## src/rtl/spi_pkg.sv

```systemverilog
// Package spi_pkg
// Shared constants, the frame-length type and the length-code decoder used
// by the SPI shift engine. Assumes frames never exceed 16 bits.
package spi_pkg;
    localparam int unsigned FRAME_MAX = 16;
    localparam int unsigned LEN_W     = 5;

    typedef logic [LEN_W-1:0] len_t;

    // Decode a 4-bit length code: 0 -> 16, 8..15 -> itself, 1..7 -> 8.
    function automatic len_t decode_len(input logic [3:0] code);
        if (code == 4'b0000)
            return len_t'(FRAME_MAX);
        else if (code[3])
            return len_t'({2'b01, code[2:0]});
        else
            return len_t'(8);
    endfunction
endpackage

```

## src/rtl/spi_len_sel.sv

```systemverilog
// Module spi_len_sel
// Chooses the active frame length from the role, the length code and the
// enable flag. A master with the enable flag clear always uses 8 bits; a
// slave always honours the code. Purely combinational.
module spi_len_sel
    import spi_pkg::*;
(
    input  logic       is_master,
    input  logic [3:0] len_code,
    input  logic       len_en,
    output len_t       len_o
);
    // Pick the forced 8-bit length or the decoded code.
    always_comb begin
        if (is_master && !len_en)
            len_o = len_t'(8);
        else
            len_o = decode_len(len_code);
    end

    // the chosen length always stays inside the supported range.
    always_comb begin
        a_r2_len_range: assert (len_o >= len_t'(8) && len_o <= len_t'(FRAME_MAX))
            else $error("frame length out of range");
    end
endmodule

```

## src/rtl/spi_clkgen.sv

```systemverilog
// Module spi_clkgen
// Modulus counter that raises a one-cycle tick every DIV system clocks while
// run is high. Each tick marks one SCK half period. Assumes div >= 2 during run.
module spi_clkgen #(
    parameter int unsigned DIV_W = 8
) (
    input  logic             clk,
    input  logic             rst_n,
    input  logic             run,
    input  logic [DIV_W-1:0] div,
    output logic             tick
);
    logic [DIV_W-1:0] cnt;

    // Count system clocks within the current half period.
    always_ff @(posedge clk) begin
        if (!rst_n || !run)
            cnt <= '0;
        else if (cnt == div - 1'b1)
            cnt <= '0;
        else
            cnt <= cnt + 1'b1;
    end

    assign tick = run && (cnt == div - 1'b1);

    // the counter never passes the programmed modulus.
    a_r8_cnt_bound: assert property (@(posedge clk) disable iff (!rst_n)
        run |-> (cnt < div));
endmodule

```

## src/rtl/spi_sck_sync.sv

```systemverilog
// Module spi_sck_sync
// Brings the slave-side SCK and MOSI into the system clock domain through two
// flops each and finds SCK transitions. Assumes SCK is slow against clk, at
// least a few system clocks per half period.
module spi_sck_sync (
    input  logic clk,
    input  logic rst_n,
    input  logic sck_in,
    input  logic data_in,
    input  logic cpol,
    output logic edge_o,
    output logic lead_o,
    output logic data_o
);
    logic s1, s2, s3;
    logic d1, d2;

    // Shift the raw pins through the synchronizer stages.
    always_ff @(posedge clk) begin
        if (!rst_n) begin
            s1 <= 1'b0; s2 <= 1'b0; s3 <= 1'b0;
            d1 <= 1'b0; d2 <= 1'b0;
        end else begin
            s1 <= sck_in; s2 <= s1; s3 <= s2;
            d1 <= data_in; d2 <= d1;
        end
    end

    assign edge_o = s2 ^ s3;
    assign lead_o = (s3 == cpol);
    assign data_o = d2;
endmodule

```

## src/rtl/spi_shift_core.sv

```systemverilog
// Module spi_shift_core
// Frame engine shared by both roles. Master edges come from the divider tick,
// slave edges from the synchronizer. Keeps the transmit and receive shift
// registers, the bit counter and the master SCK state. Assumes the
// configuration stays stable while a frame is running.
module spi_shift_core
    import spi_pkg::*;
#(
    parameter int unsigned DW = FRAME_MAX
) (
    input  logic          clk,
    input  logic          rst_n,
    input  logic          master,
    input  logic          cpol,
    input  logic          cpha,
    input  len_t          len_live,
    input  logic          div_ok,
    input  logic [DW-1:0] tx_word,
    input  logic          tx_start,
    input  logic          tick,
    input  logic          s_edge,
    input  logic          s_lead,
    input  logic          s_data,
    input  logic          miso_in,
    output logic          run,
    output logic          sck_q,
    output logic          out_bit,
    output logic [DW-1:0] rx_word,
    output logic          rx_done,
    output logic          busy_o
);
    localparam int unsigned EW = LEN_W + 1;
    localparam int unsigned IW = $clog2(DW);

    logic          mst_active, in_frame;
    logic [DW-1:0] tx_sh, rx_sh, rx_base;
    len_t          len_q, cap_cnt;
    logic [EW-1:0] ecnt;
    logic [IW-1:0] top_idx;
    logic edge_ev, lead_ev, in_bit, cap_ev, chg_ev;
    logic frame_start, last_cap, load, start_ok, end_ev;

    assign busy_o  = mst_active || in_frame;
    assign run     = mst_active;
    assign top_idx = IW'(len_q - 1'b1);
    assign out_bit = tx_sh[top_idx];

    // Classify the current SCK event and decide what the frame does with it.
    always_comb begin
        edge_ev     = master ? tick : s_edge;
        lead_ev     = master ? (tick && (sck_q == cpol)) : (s_edge && s_lead);
        in_bit      = master ? miso_in : s_data;
        frame_start = edge_ev && !in_frame && lead_ev;
        cap_ev      = edge_ev && (in_frame || lead_ev) && (lead_ev != cpha);
        chg_ev      = edge_ev && in_frame && (lead_ev == cpha);
        last_cap    = cap_ev && (cap_cnt == len_q - 1'b1);
        load        = tx_start && !busy_o && (!master || div_ok);
        start_ok    = load && master;
        end_ev      = tick && mst_active &&
                      (ecnt == ({1'b0, len_q} << 1) - 1'b1);
        rx_base     = frame_start ? '0 : rx_sh;
    end

    // Master run state, SCK level and edge count.
    always_ff @(posedge clk) begin
        if (!rst_n) begin
            mst_active <= 1'b0;
            ecnt       <= '0;
            sck_q      <= 1'b0;
        end else if (start_ok) begin
            mst_active <= 1'b1;
            ecnt       <= '0;
            sck_q      <= cpol;
        end else if (tick) begin
            sck_q <= ~sck_q;
            ecnt  <= ecnt + 1'b1;
            if (end_ev)
                mst_active <= 1'b0;
        end
    end

    // Follow the live frame length whenever no frame is running.
    always_ff @(posedge clk) begin
        if (!rst_n)
            len_q <= len_t'(8);
        else if (!busy_o)
            len_q <= len_live;
    end

    // Load the transmit word and shift it on each change edge.
    always_ff @(posedge clk) begin
        if (!rst_n)
            tx_sh <= '0;
        else if (load)
            tx_sh <= tx_word;
        else if (chg_ev)
            tx_sh <= tx_sh << 1;
    end

    // Capture bits, count them, and publish the word on the last one.
    always_ff @(posedge clk) begin
        if (!rst_n) begin
            rx_sh    <= '0;
            cap_cnt  <= '0;
            in_frame <= 1'b0;
            rx_word  <= '0;
            rx_done  <= 1'b0;
        end else begin
            rx_done <= 1'b0;
            if (frame_start)
                in_frame <= 1'b1;
            if (cap_ev) begin
                rx_sh <= {rx_base[DW-2:0], in_bit};
                if (last_cap) begin
                    cap_cnt  <= '0;
                    in_frame <= 1'b0;
                    rx_word  <= {rx_base[DW-2:0], in_bit};
                    rx_done  <= 1'b1;
                end else begin
                    cap_cnt <= cap_cnt + 1'b1;
                end
            end else if (frame_start) begin
                rx_sh <= '0;
            end
        end
    end

    // the done pulse never lasts more than one cycle.
    a_r11_done_single: assert property (@(posedge clk) disable iff (!rst_n)
        rx_done |=> !rx_done);

    // a master frame always leaves SCK back at its rest level.
    a_r6_back_to_idle: assert property (@(posedge clk) disable iff (!rst_n)
        $fell(mst_active) |-> (sck_q == cpol));

    // a master with an illegal divider never becomes busy.
    a_r9_bad_div_idle: assert property (@(posedge clk) disable iff (!rst_n)
        (master && !div_ok && !busy_o) |=> !busy_o);

    // the bit counter stays below the frame length during a frame.
    a_r10_cap_bound: assert property (@(posedge clk) disable iff (!rst_n)
        in_frame |-> (cap_cnt < len_q));

    // a strobe during a running master frame does not restart it.
    a_r12_no_restart: assert property (@(posedge clk) disable iff (!rst_n)
        (mst_active && tx_start && !end_ev && !tick) |=> (ecnt == $past(ecnt)));
endmodule

```

## src/rtl/spi_shifter.sv

```systemverilog
// Module spi_shifter (top)
// Single-channel SPI engine for either role. Connects the length selector,
// the SCK divider, the slave input synchronizer and the frame engine, and
// steers the pins by role. Assumes the configuration is changed only between
// frames.
module spi_shifter
    import spi_pkg::*;
#(
    parameter int unsigned DIV_W = 8
) (
    input  logic                 clk,
    input  logic                 rst_n,
    input  logic                 cfg_master,
    input  logic                 cfg_cpol,
    input  logic                 cfg_cpha,
    input  logic [3:0]           cfg_len_code,
    input  logic                 cfg_len_en,
    input  logic [DIV_W-1:0]     cfg_div,
    input  logic [FRAME_MAX-1:0] tx_word,
    input  logic                 tx_start,
    output logic [FRAME_MAX-1:0] rx_word,
    output logic                 rx_done,
    output logic                 busy,
    output logic                 sck_out,
    input  logic                 sck_in,
    output logic                 mosi_out,
    input  logic                 mosi_in,
    output logic                 miso_out,
    input  logic                 miso_in
);
    len_t len_live;
    logic div_ok, tick, run, sck_q, out_bit;
    logic s_edge, s_lead, s_data;

    assign div_ok = (cfg_div >= DIV_W'(2));

    spi_len_sel u_len (
        .is_master (cfg_master),
        .len_code  (cfg_len_code),
        .len_en    (cfg_len_en),
        .len_o     (len_live)
    );

    spi_clkgen #(.DIV_W(DIV_W)) u_clk (
        .clk   (clk),
        .rst_n (rst_n),
        .run   (run),
        .div   (cfg_div),
        .tick  (tick)
    );

    spi_sck_sync u_sync (
        .clk     (clk),
        .rst_n   (rst_n),
        .sck_in  (sck_in),
        .data_in (mosi_in),
        .cpol    (cfg_cpol),
        .edge_o  (s_edge),
        .lead_o  (s_lead),
        .data_o  (s_data)
    );

    spi_shift_core #(.DW(FRAME_MAX)) u_core (
        .clk      (clk),
        .rst_n    (rst_n),
        .master   (cfg_master),
        .cpol     (cfg_cpol),
        .cpha     (cfg_cpha),
        .len_live (len_live),
        .div_ok   (div_ok),
        .tx_word  (tx_word),
        .tx_start (tx_start),
        .tick     (tick),
        .s_edge   (s_edge),
        .s_lead   (s_lead),
        .s_data   (s_data),
        .miso_in  (miso_in),
        .run      (run),
        .sck_q    (sck_q),
        .out_bit  (out_bit),
        .rx_word  (rx_word),
        .rx_done  (rx_done),
        .busy_o   (busy)
    );

    assign sck_out  = run ? sck_q : cfg_cpol;
    assign mosi_out = cfg_master & out_bit;
    assign miso_out = ~cfg_master & out_bit;
endmodule

```

## config.mk

```make
export PLATFORM = sky130hd
export DESIGN_NAME = spi_shifter
export DESIGN_NICKNAME = d
export VERILOG_FILES = /design/src/rtl/spi_pkg.sv /design/src/rtl/spi_len_sel.sv /design/src/rtl/spi_clkgen.sv /design/src/rtl/spi_sck_sync.sv /design/src/rtl/spi_shift_core.sv /design/src/rtl/spi_shifter.sv
export SDC_FILE = /design/constraint.sdc
export NUM_CORES = 1
export LEC_CHECK = 0
export BUFFER_PORTS_ARGS = -buffer_cell sky130_fd_sc_hd__buf_2
export CORE_ASPECT_RATIO = 0.9
export CORE_MARGIN = 1.5
export CORE_UTILIZATION = 30
export DETAILED_ROUTE_END_ITERATION = 6
export GPL_ROUTABILITY_DRIVEN = 0
export PLACE_DENSITY = 0.53
export RECOVER_POWER = 50
export SYNTH_ARGS = -nofsm -noshare
export SYNTH_HDL_FRONTEND = slang
export SYNTH_SLANG_ARGS = --single-unit
```

## constraint.sdc

```tcl
create_clock -name clk -period 2.8 [get_ports clk]
set_input_delay 0.28 -clock clk [delete_from_list [all_inputs] [get_ports clk]]
set_output_delay 0.28 -clock clk [all_outputs]
set_load 0.02 [all_outputs]
```

==> summary.txt <==
Outcome
  – Run status: completed

Yosys
  – Async S/R FF share, synth: 0%
  – Mean cell area of the mapped netlist: 8.85 µm²
  – Netlist area before placement: 3910 µm²
  – Share of synthesized cell area in and, or, nand and nor gates: 22.1%
  – Number of enable flip-flop cells after synthesis: 0
  – Number of distinct library cells after synthesis: 55
  – Post-synthesis compound-gate area fraction: 16.6%
  – Total of warnings raised by yosys: 0
  – Synthesized instance count: 442
  – Multiplexer fraction of the synthesized cell area: about 6.0%
  – Share of synthesized area occupied by flip-flops and latches: between 40% and 50%
  – Most used flip-flop cell after synthesis: dfxtp_1
  – Synth Area in Adders: 1.92%
  – Combinational family with the most area after synthesis: simple AND/OR/NAND/NOR gates
  – XOR/XNOR share of the synthesized area: 8.50%
  – Post-synth top area share: 40.9%
  – Post-synth top area cell: dfxtp_1
  – Syn Nets: 486
  – Cell types occupying the most area after synthesis: dfxtp_1 41%, nand2_1 6.7%, nand3_1 4.7%, xnor2_1 4.3%, xor2_1 4.3%
  – Total of flip-flops plus latches after synthesis: 80

Placement
  – Number of buffers inserted by port buffering: 58
  – Post-placement worst setup slack: approximately 30 ps
  – Post-DP HPWL: approximately 7 mm

Final layout
  – Fill cells: 1325
  – Area added between synthesis and finish: 20.8%
  – Multi-input gate area in the final layout: 2140 µm²
  – Ant. Diodes: 0
  – Final layout net count: 554
  – Ratio of cells with drive above 1 in the final layout: around a fifth
  – Most common cell after layout, fill and taps aside: dfxtp_1
  – Area occupied by registers: between 1500 and 2000 µm²
  – Commonest cells after routing, fill and taps aside: 79 x dfxtp_1, 70 x nand2_1, 38 x buf_2

Route
  – Remaining antenna violation count after routing: 0
  – Via count normalized by instance count: 4.92
  – Number of DRC markers in iteration 0: 158
  – First-pass iteration count of the detailed router: 4
  – Total via count after detailed routing: 3335
  – Remaining routing DRC violations: 0
  – Average wire per standard cell: 13.9 µm
  – Total wire length: approximately 9.4 mm

Timing
  – Final setup slack of the worst path: 146 ps
  – Measured slew at the worst slew-check pin: 1020 ps
  – Maximum frequency from static timing analysis: 0.377 GHz
  – Final Skew: about 10 ps
  – Endpoints failing setup: 0
  – Final critical path time including I/O delays and setup: between 2000 and 3000 ps
  – Unrepaired setup endpoints after global routing: no
  – Total count of hold-check failures in the final report: 0
  – Setup total negative slack: 0 ps
  – Final count of pins violating max slew: 0
  – Max-slew headroom at the worst pin: 32.1%
  – Final cycle utilization of the critical path: 94.8%

Critical path
  – Reg2Reg Setup Slack: 350 ps
  – Worst Setup End Kind: output port
  – Gate family responsible for the most delay along the worst path: multiplexers
  – Critical path startpoint: u_core.len_q[0]$_SDFFE_PN0N_
  – Required time worst endpoint: 2520 ps
  – Cell count along the critical path: 6
  – Crit Path Max Fanout: 6
  – Worst setup path class: flip-flop to output port
  – Critical register-to-register path startpoint: u_clk.cnt[2]$_SDFF_PP0_
  – Type of origin of the critical path: flip-flop
  – Cell breakdown of the critical path: inv_1 -> ha_2 -> mux4_2 -> mux4_2 -> and2_1 -> buf_2
  – Slowest-stage cell, CP: mux4_2
  – Slowest Stage Delay on Critical Path: 510 ps
  – Worst Path Buf+Inv: 2
  – Reg2reg end: u_core.rx_word[15]$_SDFFE_PN0P_
  – CP dominant cell by count: mux4_2
  – Arrival @ worst endpoint: 2370 ps
  – Worst reg-to-reg path cell count: 8

CTS
  – TritonCTS buffer count: 9
  – CTS tree: done
  – Clk pin slew, worst setup/hold paths: 60 ps
  – Insertion delay of the later-clocked pin in the worst-skew pair: 340 ps
  – Root buffer cell: clkbuf_16
  – Number of gates resized after cts: 1
  – Buffers from clock root to sink, at most: 2
  – Clock tree sinks: 80
  – Number of hold buffers added after cts: 0
  – Setup Buffers After CTS: 0
  – Depth of the CTS H-tree: 3

GRT
  – Number of global-route vias before repair: 3338
  – Antenna violations before repair: 0
  – Global-route track usage on met1: between 10% and 20%
  – Most crowded layer after global routing: met2
  – Wire length of the first global-routing pass: between 15 and 20 mm
  – Aggregate global-route resource usage: between 10% and 20%
  – GR Util met3: 4.46%
  – Overflow after GRT: 0
  – Maximum number of pins on one net before global-route repair: 28
  – GR Layer Usage met2: 23.3%

Pwr
  – PwrDens: 575 nW/µm²
  – LEAKAGE: 1.74 nW
  – VDD IR-drop max: roughly 300 µV

Floorplan
  – Core Region: about 13000 µm²
  – Effective utilization at floorplan: a little under a third
  – Die Wd: roughly 120 µm
  – Vert. Die Dim: 111 µm
  – Standard-cell rows: 39
  – Die footprint: ~14000 µm²
  – Count of pins on the block boundary: ~60

Flow run
  – Max-capacitance violation count: 0

Worst hold path
  – Class of the worst hold path: input port to flip-flop
  – Cell depth of the worst hold path: 2
  – WHS Endpoint: u_sync.d1$_SDFF_PN0_
  – Hold path start: mosi_in
-- Yosys cell counts (all sizes together), types with 2 or more instances --
master / number
a21oi: 27
nand2: 70
a21o: 2
xnor2: 19
nand3: 37
mux2i: 9
nor2b: 2
o31ai: 3
o221a: 3
clkbuf: 20
nor3: 7
dfxtp: 80
o21ba: 2
ha: 6
mux4: 5
o21a: 5
nor4: 4
o22ai: 16
nand3b: 2
xor2: 19
o311ai: 2
and2: 9
and3: 4
nand4: 4
a22oi: 4
mux2: 3
o21ai: 9
nand2b: 2
buf: 6
or4: 2
a41o: 2
inv: 11
or4b: 2
o221ai: 6
nor2: 29
-- final cells by class --
cell class	instances	area share, %
repair buffers	83	9.39
clock inverters	6	1.46
flip-flops and latches	80	33.9
inverters	11	0.873
multi-input cells	325	45.3
clock buffers	9	4.76
well taps	164	4.34
-- worst max-delay path by stage --
stage	end
2_1_floorplan	u_core.rx_word[10]$_SDFFE_PN0P_
3_3_place_gp	u_core.rx_word[5]$_SDFFE_PN0P_
3_5_place_dp	u_core.rx_word[15]$_SDFFE_PN0P_
4_1_cts	mosi_out
5_1_grt	mosi_out
6_report	mosi_out
-- where the power goes --
| group | total [mW] | internal, mW | switching [mW] |
|---|---|---|---|
| clock | 1.16 | 0.689 | 0.472 |
| combinational | 0.343 | 0.149 | 0.194 |
| sequential | 1.21 | 1.18 | 0.0343 |
-- cells by family (layout without fill, tap and decap cells) --
family | after synthesis | count (layout)
DFF | 80 | 80
buffers and inverters | 37 | 109
adders and majority gates | 6 | 6
xor gates and xnor gates | 38 | 38
muxes | 17 | 17
AOI/OAI and AO/OA | 87 | 87
and+or+nand+nor | 177 | 177
-- registers in the layout, summed over array words and instances, names as in the netlist --
register / flops
u_core.len_q: 5
u_core.rx_sh: 15
u_sync.s2: 1
u_core.rx_done: 1
u_clk.cnt: 8
u_core.cap_cnt: 5
u_core.run: 1
u_sync.s3: 1
u_core.in_frame: 1
u_core.sck_q: 1
u_core.tx_sh: 16
u_sync.s1: 1
u_sync.data_o: 1
u_sync.d1: 1
u_core.ecnt: 6
u_core.rx_word: 16
-- metrics by stage --
stage	std cells	utilization (%)	hold slack [ps]	total power, mW	area [µm²]
global route	678	37.3	150	2.84	4730
detailed placement	663	35.4	420	1.59	4500
floorplan	442	-	407	1.47	3910
global placement	663	35.4	418	1.58	4500
finish	678	37.3	148	2.72	4730
CTS	678	37.8	137	2.77	4790
-- metal layers --
metal	up-vias	part of all wire (%)
li1	1699	-
met1	1570	49
met2	57	46
met3	9	4.2
met4	0	1.1
met5	-	0
(Power assumes the default switching activity.)
